`src/rtl/cfgseq_pkg.sv`:
```
package cfgseq_pkg;
  typedef enum logic [2:0] {
    OP_IDLE   = 3'd0,
    OP_START  = 3'd1,
    OP_STOP   = 3'd2,
    OP_WRITE  = 3'd3,
    OP_RDACK  = 3'd4,
    OP_RDNACK = 3'd5
  } busop_e;

  typedef enum logic [2:0] {
    TX_CTRL_WR, TX_CTRL_RD, TX_DSP_WR, TX_DSP_RD, TX_CODEC_WR, TX_CODEC_RD
  } txkind_e;

  typedef enum logic [1:0] {ST_WRV, ST_WR, ST_CHK} stepop_e;
  typedef enum logic [1:0] {SP_CTRL, SP_DSP, SP_CODEC} space_e;

  typedef struct packed {
    logic        start;
    txkind_e     kind;
    logic [15:0] addr;
    logic [19:0] data;
  } txnreq_t;

  localparam logic [7:0] DEV_WR    = 8'h3C;
  localparam logic [7:0] DEV_RD    = 8'h3D;
  localparam logic [7:0] SUB_DSP   = 8'h68;
  localparam logic [7:0] SUB_DSPRD = 8'h69;
  localparam logic [7:0] SUB_COD   = 8'h6C;
  localparam logic [7:0] SUB_CODRD = 8'h6D;
endpackage

```
`src/rtl/codec_ms_timer.sv`:
```
module codec_ms_timer #(
  parameter int CYC_PER_MS = 50000,
  parameter int MS_W       = 11
) (
  input  logic            clk,
  input  logic            rst,
  input  logic            load,
  input  logic [MS_W-1:0] loadMs,
  output logic            expired
);
  localparam int CYC_W = (CYC_PER_MS > 1) ? $clog2(CYC_PER_MS) : 1;

  logic [MS_W-1:0]  msLeft;
  logic [CYC_W-1:0] cyc;

  always_ff @(posedge clk) begin
    if (rst) begin
      msLeft <= '0;
      cyc    <= '0;
    end else if (load) begin
      msLeft <= loadMs;
      cyc    <= '0;
    end else if (msLeft != '0) begin
      if (cyc == CYC_W'(CYC_PER_MS - 1)) begin
        cyc    <= '0;
        msLeft <= msLeft - 1'b1;
      end else begin
        cyc <= cyc + 1'b1;
      end
    end
  end

  assign expired = (msLeft == '0);
endmodule

```
`src/rtl/codec_frame_dp.sv`:
```
module codec_frame_dp
  import cfgseq_pkg::*;
(
  input  logic        clk,
  input  logic        rst,
  input  txnreq_t     req,
  output logic        txnDone,
  output logic        rdMatch,
  output logic        busCmdValid,
  output logic [2:0]  busCmdOp,
  output logic [7:0]  busCmdByte,
  input  logic        busCmdDone,
  input  logic [7:0]  busRdByte
);
  logic        busy;
  txkind_e     curKind;
  logic [15:0] curAddr;
  logic [19:0] curData;
  logic [4:0]  idx;
  logic [23:0] rdShift;
  busop_e      cmdOp;
  logic [7:0]  cmdByte;
  logic        cmdLast;
  logic [7:0]  ah, al;

  assign ah = curAddr[15:8];
  assign al = curAddr[7:0];

  always_comb begin
    cmdOp   = OP_WRITE;
    cmdByte = 8'h00;
    cmdLast = 1'b0;
    case (curKind)
      TX_CTRL_WR: case (idx)
        5'd0: cmdOp = OP_START;
        5'd1: cmdByte = DEV_WR;
        5'd2: cmdByte = al;
        5'd3: cmdByte = curData[15:8];
        5'd4: cmdByte = curData[7:0];
        default: begin cmdOp = OP_STOP; cmdLast = 1'b1; end
      endcase
      TX_CTRL_RD: case (idx)
        5'd0, 5'd3: cmdOp = OP_START;
        5'd1: cmdByte = DEV_WR;
        5'd2: cmdByte = al;
        5'd4: cmdByte = DEV_RD;
        5'd5: cmdOp = OP_RDACK;
        5'd6: cmdOp = OP_RDNACK;
        default: begin cmdOp = OP_STOP; cmdLast = 1'b1; end
      endcase
      TX_DSP_WR, TX_DSP_RD: case (idx)
        5'd0: cmdOp = OP_START;
        5'd1: cmdByte = DEV_WR;
        5'd2: cmdByte = SUB_DSP;
        5'd3: cmdByte = (curKind == TX_DSP_WR) ? 8'hE0 : 8'hC0;
        5'd4, 5'd5: cmdByte = 8'h00;
        5'd6: cmdByte = 8'h01;
        5'd7: cmdByte = ah;
        5'd8: cmdByte = al;
        default: begin
          if (curKind == TX_DSP_WR) begin
            case (idx)
              5'd9:  cmdByte = 8'h00;
              5'd10: cmdByte = {4'h0, curData[19:16]};
              5'd11: cmdByte = curData[15:8];
              5'd12: cmdByte = curData[7:0];
              default: begin cmdOp = OP_STOP; cmdLast = 1'b1; end
            endcase
          end else begin
            case (idx)
              5'd9:  cmdOp = OP_STOP;
              5'd10, 5'd13: cmdOp = OP_START;
              5'd11: cmdByte = DEV_WR;
              5'd12: cmdByte = SUB_DSPRD;
              5'd14: cmdByte = DEV_RD;
              5'd15, 5'd16, 5'd17: cmdOp = OP_RDACK;
              5'd18: cmdOp = OP_RDNACK;
              default: begin cmdOp = OP_STOP; cmdLast = 1'b1; end
            endcase
          end
        end
      endcase
      TX_CODEC_WR: case (idx)
        5'd0: cmdOp = OP_START;
        5'd1: cmdByte = DEV_WR;
        5'd2: cmdByte = SUB_COD;
        5'd3: cmdByte = ah;
        5'd4: cmdByte = al;
        5'd5: cmdByte = curData[15:8];
        5'd6: cmdByte = curData[7:0];
        default: begin cmdOp = OP_STOP; cmdLast = 1'b1; end
      endcase
      default: case (idx)
        5'd0, 5'd6, 5'd9: cmdOp = OP_START;
        5'd1, 5'd7: cmdByte = DEV_WR;
        5'd2: cmdByte = SUB_COD;
        5'd3: cmdByte = ah;
        5'd4: cmdByte = al;
        5'd5: cmdOp = OP_STOP;
        5'd8: cmdByte = SUB_CODRD;
        5'd10: cmdByte = DEV_RD;
        5'd11: cmdOp = OP_RDACK;
        5'd12: cmdOp = OP_RDNACK;
        default: begin cmdOp = OP_STOP; cmdLast = 1'b1; end
      endcase
    endcase
  end

  always_ff @(posedge clk) begin
    if (rst) begin
      busy    <= 1'b0;
      curKind <= TX_CTRL_WR;
      curAddr <= '0;
      curData <= '0;
      idx     <= '0;
      rdShift <= '0;
      txnDone <= 1'b0;
    end else begin
      txnDone <= busy && busCmdDone && cmdLast;
      if (req.start) begin
        busy    <= 1'b1;
        curKind <= req.kind;
        curAddr <= req.addr;
        curData <= req.data;
        idx     <= '0;
        rdShift <= '0;
      end else if (busy && busCmdDone) begin
        idx <= idx + 1'b1;
        if (cmdOp == OP_RDACK || cmdOp == OP_RDNACK)
          rdShift <= {rdShift[15:0], busRdByte};
        if (cmdLast) busy <= 1'b0;
      end
    end
  end

  // Three shifts keep the last three bytes; a fourth pushes out the discarded one.
  assign rdMatch     = (rdShift[19:0] == curData);
  assign busCmdValid = busy;
  assign busCmdOp    = busy ? cmdOp : OP_IDLE;
  assign busCmdByte  = busy ? cmdByte : 8'h00;
endmodule

```
`src/rtl/codec_boot_ctrl.sv`:
```
module codec_boot_ctrl
  import cfgseq_pkg::*;
#(
  parameter int RESET_MS      = 100,
  parameter int SETTLE_MS     = 1000,
  parameter int SHORT_WAIT_MS = 20,
  parameter int LONG_WAIT_MS  = 200,
  parameter int MS_W          = 11
) (
  input  logic            clk,
  input  logic            rst,
  input  logic            modeSel,
  input  logic            txnDone,
  input  logic            rdMatch,
  input  logic            timerExpired,
  output txnreq_t         req,
  output logic            timerLoad,
  output logic [MS_W-1:0] timerMs,
  output logic            chipRst,
  output logic [2:0]      errCode,
  output logic            done
);
  typedef enum logic [2:0] {
    S_BOOT, S_RHOLD, S_SETTLE, S_ISSUE, S_XFER1, S_XFER2, S_WAIT, S_END
  } state_e;

  state_e          state;
  logic            decMode;
  logic [3:0]      stepIdx;
  logic [3:0]      codecK;
  logic [31:0]     codecEnt;
  stepop_e         stOp;
  space_e          stSpace;
  logic [15:0]     stAddr;
  logic [19:0]     stWr, stChk;
  logic [2:0]      stErr;
  logic [MS_W-1:0] stWait;
  logic            stLast;
  logic            goWait, goFail;
  txkind_e         wrKind, rdKind;

  function automatic logic [31:0] codecEntry(input logic dec, input logic [3:0] k);
    case ({dec, k})
      5'h00: return {16'h0000, 16'h2206};
      5'h01: return {16'h0008, 16'h0000};
      5'h02: return {16'h0011, 16'h0000};
      5'h10: return {16'h0000, 16'h2207};
      5'h11: return {16'h0006, 16'h0000};
      5'h12: return {16'h0007, 16'h4000};
      5'h13: return {16'h0008, 16'h0000};
      5'h14: return {16'h000E, 16'h0000};
      5'h15: return {16'h0010, 16'h7F00};
      default: return {16'h0011, 16'h0000};
    endcase
  endfunction

  always_comb begin
    codecK   = stepIdx - 4'd5;
    codecEnt = codecEntry(decMode, codecK);
    stOp     = ST_WRV;
    stSpace  = SP_DSP;
    stAddr   = 16'h07F6;
    stWr     = '0;
    stChk    = '0;
    stErr    = 3'd2;
    stWait   = '0;
    stLast   = 1'b0;
    case (stepIdx)
      4'd0: begin
        stSpace = SP_CTRL; stAddr = 16'h006A; stWr = 20'h08C00;
        stErr = 3'd1; stWait = MS_W'(SHORT_WAIT_MS);
      end
      4'd1: begin
        stWr = decMode ? 20'h0000C : 20'h00040;
        stWait = MS_W'(LONG_WAIT_MS);
      end
      4'd2: begin
        stOp = ST_CHK; stAddr = 16'h07F7;
        stChk = decMode ? 20'h0000C : 20'h00040; stErr = 3'd4;
      end
      4'd3: begin
        stOp = ST_WR; stAddr = 16'h07F1;
        stWr = decMode ? 20'h00011 : 20'h00009; stWait = MS_W'(LONG_WAIT_MS);
      end
      4'd4: begin
        stOp = ST_CHK; stAddr = 16'h07F1;
        stChk = decMode ? 20'h00010 : 20'h00008; stErr = 3'd5;
      end
      default: begin
        stSpace = SP_CODEC; stAddr = codecEnt[31:16];
        stWr = {4'h0, codecEnt[15:0]}; stErr = 3'd3;
        stLast = (stepIdx == (decMode ? 4'd11 : 4'd7));
      end
    endcase
  end

  always_comb begin
    case (stSpace)
      SP_CTRL:  begin wrKind = TX_CTRL_WR;  rdKind = TX_CTRL_RD;  end
      SP_DSP:   begin wrKind = TX_DSP_WR;   rdKind = TX_DSP_RD;   end
      default:  begin wrKind = TX_CODEC_WR; rdKind = TX_CODEC_RD; end
    endcase
  end

  always_comb begin
    goFail = txnDone && !rdMatch &&
             ((state == S_XFER1 && stOp == ST_CHK) || state == S_XFER2);
    goWait = txnDone && !goFail &&
             ((state == S_XFER1 && stOp != ST_WRV) || state == S_XFER2);
    req.start = (state == S_ISSUE) || (state == S_XFER1 && txnDone && stOp == ST_WRV);
    req.kind  = (state == S_ISSUE && stOp != ST_CHK) ? wrKind : rdKind;
    req.addr  = stAddr;
    req.data  = (stOp == ST_CHK) ? stChk : stWr;
    timerLoad = (state == S_BOOT) || (state == S_RHOLD && timerExpired) || goWait;
    case (state)
      S_BOOT:  timerMs = MS_W'(RESET_MS);
      S_RHOLD: timerMs = MS_W'(SETTLE_MS);
      default: timerMs = stWait;
    endcase
  end

  always_ff @(posedge clk) begin
    if (rst) begin
      state   <= S_BOOT;
      stepIdx <= '0;
      errCode <= '0;
      decMode <= modeSel;
    end else begin
      case (state)
        S_BOOT:   state <= S_RHOLD;
        S_RHOLD:  if (timerExpired) state <= S_SETTLE;
        S_SETTLE: if (timerExpired) state <= S_ISSUE;
        S_ISSUE:  state <= S_XFER1;
        S_XFER1, S_XFER2: begin
          if (goFail) begin
            errCode <= stErr;
            state   <= S_END;
          end else if (goWait) begin
            state <= S_WAIT;
          end else if (state == S_XFER1 && txnDone) begin
            state <= S_XFER2;
          end
        end
        S_WAIT: if (timerExpired) begin
          if (stLast) state <= S_END;
          else begin
            stepIdx <= stepIdx + 1'b1;
            state   <= S_ISSUE;
          end
        end
        default: state <= S_END;
      endcase
    end
  end

  assign chipRst = (state == S_BOOT) || (state == S_RHOLD);
  assign done    = (state == S_END);
endmodule

```
`src/rtl/codec_boot_seq.sv`:
```
module codec_boot_seq
  import cfgseq_pkg::*;
#(
  parameter int CYC_PER_MS    = 50000,
  parameter int RESET_MS      = 100,
  parameter int SETTLE_MS     = 1000,
  parameter int SHORT_WAIT_MS = 20,
  parameter int LONG_WAIT_MS  = 200
) (
  input  logic       clk,
  input  logic       rst,
  input  logic       modeSel,
  output logic       busCmdValid,
  output logic [2:0] busCmdOp,
  output logic [7:0] busCmdByte,
  input  logic       busCmdDone,
  input  logic [7:0] busRdByte,
  output logic       chipRstOut,
  output logic [2:0] errCode,
  output logic       done
);
  localparam int MS_W = $clog2(RESET_MS + SETTLE_MS + SHORT_WAIT_MS + LONG_WAIT_MS + 1);

  txnreq_t         req;
  logic            txnDone, rdMatch, timerLoad, timerExpired;
  logic [MS_W-1:0] timerMs;

  codec_boot_ctrl #(
    .RESET_MS(RESET_MS), .SETTLE_MS(SETTLE_MS),
    .SHORT_WAIT_MS(SHORT_WAIT_MS), .LONG_WAIT_MS(LONG_WAIT_MS), .MS_W(MS_W)
  ) u_ctrl (
    .clk(clk), .rst(rst), .modeSel(modeSel),
    .txnDone(txnDone), .rdMatch(rdMatch), .timerExpired(timerExpired),
    .req(req), .timerLoad(timerLoad), .timerMs(timerMs),
    .chipRst(chipRstOut), .errCode(errCode), .done(done)
  );

  codec_frame_dp u_dp (
    .clk(clk), .rst(rst), .req(req),
    .txnDone(txnDone), .rdMatch(rdMatch),
    .busCmdValid(busCmdValid), .busCmdOp(busCmdOp), .busCmdByte(busCmdByte),
    .busCmdDone(busCmdDone), .busRdByte(busRdByte)
  );

  codec_ms_timer #(.CYC_PER_MS(CYC_PER_MS), .MS_W(MS_W)) u_timer (
    .clk(clk), .rst(rst), .load(timerLoad), .loadMs(timerMs), .expired(timerExpired)
  );
endmodule

```
`config.mk`:
```
export PLATFORM = sky130hd
export DESIGN_NAME = codec_boot_seq
export DESIGN_NICKNAME = d
export VERILOG_FILES = /design/src/rtl/cfgseq_pkg.sv /design/src/rtl/codec_ms_timer.sv /design/src/rtl/codec_frame_dp.sv /design/src/rtl/codec_boot_ctrl.sv /design/src/rtl/codec_boot_seq.sv
export SDC_FILE = /design/constraint.sdc
export NUM_CORES = 1
export LEC_CHECK = 0
export BUFFER_PORTS_ARGS = -buffer_cell sky130_fd_sc_hd__buf_2
export CORE_UTILIZATION = 44
export DETAILED_ROUTE_END_ITERATION = 6
export GPL_TIMING_DRIVEN = 0
export PLACE_DENSITY = 0.63
export RECOVER_POWER = 25
export SKIP_CTS_REPAIR_TIMING = 1
export SYNTH_ARGS = -nofsm -noshare
export SYNTH_HDL_FRONTEND = slang
export SYNTH_SLANG_ARGS = --single-unit
```
`constraint.sdc`:
```
create_clock -name clk -period 8.9 [get_ports clk]
set_input_delay 1.78 -clock clk [delete_from_list [all_inputs] [get_ports clk]]
set_output_delay 1.78 -clock clk [all_outputs]
set_load 0.05 [all_outputs]
```
==> results.toml, run 1 <==
[run_status]
status = "finished clean"

[synth]
yosysTopAreaCell = "dfxtp_1"
synth_common_cells = "nor2_1 (113), dfxtp_1 (85), nand2_1 (64)"
synth_edf_count = 1
syn_nets = 779
yosysUniqueCellTypes = 77
synthCells = 755
synth_area_leaders = "dfxtp_1 (30%), nor2_1 (7.4%), a21oi_1 (4.6%), mux2i_1 (4.5%), nand2_1 (4.2%)"
ys_ff_latch = 86
yosysMostFrequentCell = "nor2_1"
avgSynthCellArea_sq_um = 7.59
yosys_warnings = 0
ys_seq_area_share_pct = 30.2
syn_area_sq_um = 5730
async_reset_ff_share_pct = 0
ys.flop_type = "dfxtp_1"
synth_top_area_share_pct = 29.7

[drt]
dr.pass1.iters = 5
drt_iter0_drc = 504
wire_per_inst_um = 18.7
via_per_inst = 6.07
antenna_left = 0
wirelength_um = 18200
dr_total_vias = 5892
drc_errors = 0

[setup_path]
path_buf_inv = 2
startpoint_type = "flop"
cp-end-kind = "output port"
crit_slowest_cell = "nor3_1"
crit_chain = "inv_1 -> ha_1 -> nor2b_1 -> nor3_1 -> o21ai_1 -> nor3_1 -> a221oi_1 -> a21oi_1 -> buf_2"
critPathTopFamily = "simple AND/OR/NAND/NOR gates"
worstPathMaxFanout = 8
cpPeakStageDelay_ns = 0.98
required_ns = 7.12
cp.arrival_ns = 3.67
cpMostUsedCell = "nor3_1"
path_class = "flop to output port"

[timing]
setup_ws_ns = 3.45
setup_tns_ns = 0
period_minus_slack_ns = 5.45
rsz0062_at_grt = "false"
holdWs_ns = 0.449
setup_viol_count_final = 0
finalMaxSlewViolations = 0
maxSlewHeadroom_pct = 14.4
fin_worst_skew_ns = 0.00573
hold_violations = 0
tightest_slew_ns = 1.27
timing.fmax_mhz = 183
post-route-period-util_pct = 61.2

[grt]
grt_max_degree = 17
gr-total-overflow = 0
grt_pass1_wl_um = 28800
grt_use_total_pct = 27.9
grt_antenna_before_repair = 0
grt_pass1_vias = 5516

[placed_design]
place_ws_ns = 3.98
port-buffer-count = 28
dp_hpwl_um = 13500
finalWeightedCongestion = 0.966
placed_cell_area_sq_um = 6080

[floorplanning]
core-area_sq_um = 12700
die_h_um = 116
initial_core_util_pct = 45.2
dieArea_sq_um = 13500
die_x_um = 116
rows = 41
io_pins = 29

[final_layout]
antennaDiodeCount = 0
final_layout_size_suffix_gt1_share_pct = 9.26
nFillCells = 1332
final_area_sq_um = 6400
nets = 818
area_growth_pct = 11.7

[clock_network]
cts_num_sinks = 86
cts.reportedPaths.clkPinSlew_ns = 0.06
cts_tree = "built"
root_buffer = "clkbuf_16"
cts_htree_levels = 3
numCtsBuffers = 9
clkLatencyLatePin_ns = 0.34
clk_path_buf_depth = 2

[pwr]
total_power_w = 0.00116
powerDensity_nw_per_um2 = 182
p_leak_nw = 2.25
peakVddDrop_uv = 149

[worst_hold_path]
min_path_type = "flop to flop"

[run]
cap_violations = 0
-- state kept, by name, indices dropped and copies added (netlist names) --
name / flops
u_dp.curAddr: 7
u_ctrl.stepIdx: 4
u_dp.curData: 11
u_ctrl.state: 3
u_ctrl.errCode: 3
u_dp.rdShift: 20
u_dp.txnDone: 1
u_ctrl.decMode: 1
u_dp.curKind: 3
u_dp.busCmdValid: 1
u_timer.cyc: 16
u_timer.msLeft: 11
u_dp.idx: 5
-- power by group --
group / internal [W] / switching [W] / leakage (nW)
clock: 0.000239 / 0.000164 / 0.157
combinational: 0.000106 / 0.000197 / 1.40
sequential: 0.000417 / 0.0000391 / 0.697
total: 0.000761 / 0.000400 / 2.25
-- cells by family after synthesis --
kind of cell               share of synthesized area (%)
adders and majority gates                           2.80
and+or+nand+nor                                     27.5
AOI/OAI and AO/OA                                   23.9
xor gates and xnor gates                            5.66
DFF                                                 30.2
muxes                                               4.94
buffers and inverters                               4.98
-- through the flow --
step                      utilization (%)  instances
after floorplan                         -        755
after global placement               48.0        955
after detailed placement             48.0        955
after CTS                            50.6        971
after global routing                 50.5        971
final                                50.5        971
-- area by class of cell --
cell class              count  area (sq um)  area share [%]
clock inverters             6          75.1            1.17
well taps                 172           215            3.36
flip-flops and latches     86          1730            27.1
inverters                  15          56.3           0.880
repair buffers             28           135            2.11
multi-input cells         603          3710            58.0
clock buffers              10           250            3.91
plain buffers              51           225            3.52
-- routing by layer --
metal / vias to the layer above / GRT usage, % / part of all wire, %
met5: - / 0 / 0
met1: 2770 / 34.9 / 42
met4: 0 / 14.1 / 3.7
li1: 2818 / - / -
met3: 54 / 3.63 / 6.6
met2: 250 / 47.4 / 48
-- worst paths after layout --
path,endpoint,cells past startpoint,slack (ns),startpoint
setup / recovery,busCmdByte[0],9,3.45,u_dp.idx[0]
hold / removal,u_timer.msLeft[10],1,0.45,u_timer.msLeft[10]
setup reg to reg,u_dp.rdShift[18],9,5.90,u_dp.idx[3]
hold reg to reg,u_timer.msLeft[10],1,0.45,u_timer.msLeft[10]
-- cell usage in the layout (no fill, tap or decap), drive strengths merged, types with 13 or more instances in the layout --
cell type,synthesis,routed
nand2,64,64
a21oi,54,54
xor2,21,21
inv,15,18
dfxtp,85,85
mux2i,26,26
nor2,113,113
and3,14,14
nand3,13,13
nor3,34,34
buf,15,38
xnor2,16,16
clkbuf,36,51
a31oi,14,14
o21ai,46,46
nand2b,13,13
Power figures use the tool's default switching activity.
==> run 2: changes to the inputs <==
ABC_AREA = 1   (was not set)
clock period = 5.5 ns   (was 8.9 ns; I/O delays follow)
==> run 2 against run 1 <==
Compared with the run above:
- first-iteration DRC count up 7.1%
- critical endpoint is now busCmdByte[6]
- global-route usage down 2.4 points
- die area up 2.9%
- area after synthesis up 2.9%
- count of clock-buffer cells in the layout up 1
==> results.toml, run 2 <==
[run_status]
status = "finished clean"

[pwr]
p_sw_share_pct = 38.2
p_sw_w = 0.000772
peakVddDrop_uv = 243
comb_power_share_pct = 32.4
p_int_w = 0.00125
powerDensity_nw_per_um2 = 309
p_leak_nw = 3.05
pwr-share-seq_pct = 36.8
power.share.clock_pct = 30.8

[timing]
holdWs_ns = 0.488
post-route-period-util_pct = 73.7
tightest_slew_ns = 0.977
rsz0062_at_grt = "false"
maxSlewHeadroom_pct = 34.2
period_minus_slack_ns = 4.05
hold_violations = 0
finalMaxSlewViolations = 0
setup_viol_count_final = 0
timing.fmax_mhz = 247
fin_worst_skew_ns = 0.00747
setup_tns_ns = 0

[clock_network]
clkLatencyLatePin_ns = 0.35
cts_htree_levels = 3
numCtsBuffers = 9
cts_num_sinks = 86
root_buffer = "clkbuf_16"
clk_path_buf_depth = 2
cts.reportedPaths.clkPinSlew_ns = 0.06
cts_tree = "built"

[placed_design]
port-buffer-count = 28
placed_cell_area_sq_um = 6250
dp_hpwl_um = 13300
finalWeightedCongestion = 0.981

[grt]
grt_pass1_vias = 5728
grt_use_total_pct = 25.6
grt_pass1_wl_um = 28500
grt_max_degree = 15
gr-total-overflow = 0
grt_antenna_before_repair = 0

[synth]
synthCells = 969
yosysTopAreaCell = "dfxtp_1"
synth_area_leaders = "dfxtp_1 (29%), nand2_1 (16%), nor2_1 (8.7%), inv_1 (8.1%), o21ai_0 (7.0%)"
ys_ff_latch = 86
ys_seq_area_share_pct = 29.4
ys.flop_type = "dfxtp_1"
syn_area_sq_um = 5900
synth_edf_count = 1
yosysUniqueCellTypes = 47
synth_common_cells = "nand2_1 (247), nor2_1 (137), inv_1 (128)"
async_reset_ff_share_pct = 0
avgSynthCellArea_sq_um = 6.09
yosys_warnings = 0
synth_top_area_share_pct = 28.9
syn_nets = 993
yosysMostFrequentCell = "nand2_1"

[floorplanning]
core-area_sq_um = 12800
rows = 41
initial_core_util_pct = 46.0
dieArea_sq_um = 13900
die_h_um = 118
io_pins = 29
die_x_um = 118

[drt]
drt_iter0_drc = 540
drc_errors = 0
dr.pass1.iters = 6
wire_per_inst_um = 14.7
wirelength_um = 17400
antenna_left = 0
via_per_inst = 5.35
dr_total_vias = 6343

[setup_path]
startpoint_type = "flop"
worstPathMaxFanout = 10
cp-end-kind = "output port"
required_ns = 4.40
cp.arrival_ns = 2.95
path_class = "flop to output port"

[final_layout]
final_layout_size_suffix_gt1_share_pct = 7.31
area_growth_pct = 10.7
top_register = "u_dp.rdShift"
reg.largest.list = "u_dp.rdShift x20, u_timer.cyc x16"
final_util_pct = 50.9
largest_register_ffs = 20
nets = 1032
antennaDiodeCount = 0
mostFrequentLayoutCell = "nand2_1"
final_area_sq_um = 6530
final_cell_mix = "nand2_1 (249), nor2_1 (139), inv_1 (128)"

[worst_hold_path]
min_path_type = "flop to flop"

[run]
cap_violations = 0
-- run 2: changes by cell type after synthesis, sizes merged, moves of 13 or more --
cell / delta
nand2: +190
nor3: -17
inv: +120
clkbuf: -22
nor2: +34
nand2b: -13
o21ai: +41
mux2i: -26
nand3: +43
-- run 2: final cells by class --
type                            instances  area [sq um]
Clock inverter                          5          58.8
Buffer                                 21           103
Clock buffer                           11           243
Tap cell                              172           215
Timing Repair Buffer                   28           135
Multi-Input combinational cell        725          3520
Inverter                              137           514
Fill cell                            1442          6300
Sequential cell                        86          1730
-- run 2: stage by stage --
step	std cells	setup slack, ns	total power [W]
floorplan	969	2.07	0.00125
global placement	1169	1.90	0.00142
detailed placement	1169	1.95	0.00142
CTS	1185	1.56	0.00205
global route	1185	1.22	0.00215
finish	1185	1.45	0.00202
-- run 2: kinds of logic (layout without fill, tap and decap cells) --
family / count (synthesis) / count (layout) / synth area share [%]
xor gates and xnor gates: 15 / 15 / 2.23
buffers and inverters: 158 / 202 / 10.5
AOI/OAI and AO/OA: 189 / 189 / 18.3
DFF: 86 / 86 / 29.4
adders and majority gates: 12 / 12 / 2.55
and+or+nand+nor: 509 / 509 / 37.1
-- run 2: final timing paths --
path,startpoint,endpoint,slack [ns],cells past startpoint
max,u_dp.idx[0],busCmdByte[6],1.45,14
min,u_timer.cyc[0],u_timer.cyc[0],0.49,2
max reg2reg,u_ctrl.stepIdx[0],u_timer.cyc[14],2.40,11
min reg2reg,u_timer.cyc[0],u_timer.cyc[0],0.49,2
-- run 2: critical path: stages (launching register included) --
cell and delay (ns):
dfxtp_1 0.40, inv_1 0.11, ha_1 0.24, nand2_2 0.11, nand2_1 0.08, nand2_1 0.29, nand3_1 0.14, nor2_1 0.25
buf_2 0.29, o211ai_1 0.12, o211ai_1 0.10, nand3_1 0.12, nand3_1 0.13, inv_1 0.05, buf_2 0.20
-- run 2: layer usage --
metal / global-route usage (%) / vias to the layer above / routed length, um
met2: 42.0 / 245 / 7830
met5: 0 / - / 0
met3: 3.97 / 56 / 1060
met4: 12.7 / 0 / 729
li1: - / 3258 / -
met1: 32.5 / 2784 / 7820
-- run 2: power by group through the flow --
stage | combinational, W | sequential (W) | clock [W]
after global placement | 0.000667 | 0.000756 | 0
after floorplan | 0.000507 | 0.000741 | 0
final | 0.000654 | 0.000743 | 0.000622
after global routing | 0.000735 | 0.000751 | 0.000660
after detailed placement | 0.000666 | 0.000755 | 0
after CTS | 0.000669 | 0.000742 | 0.000637
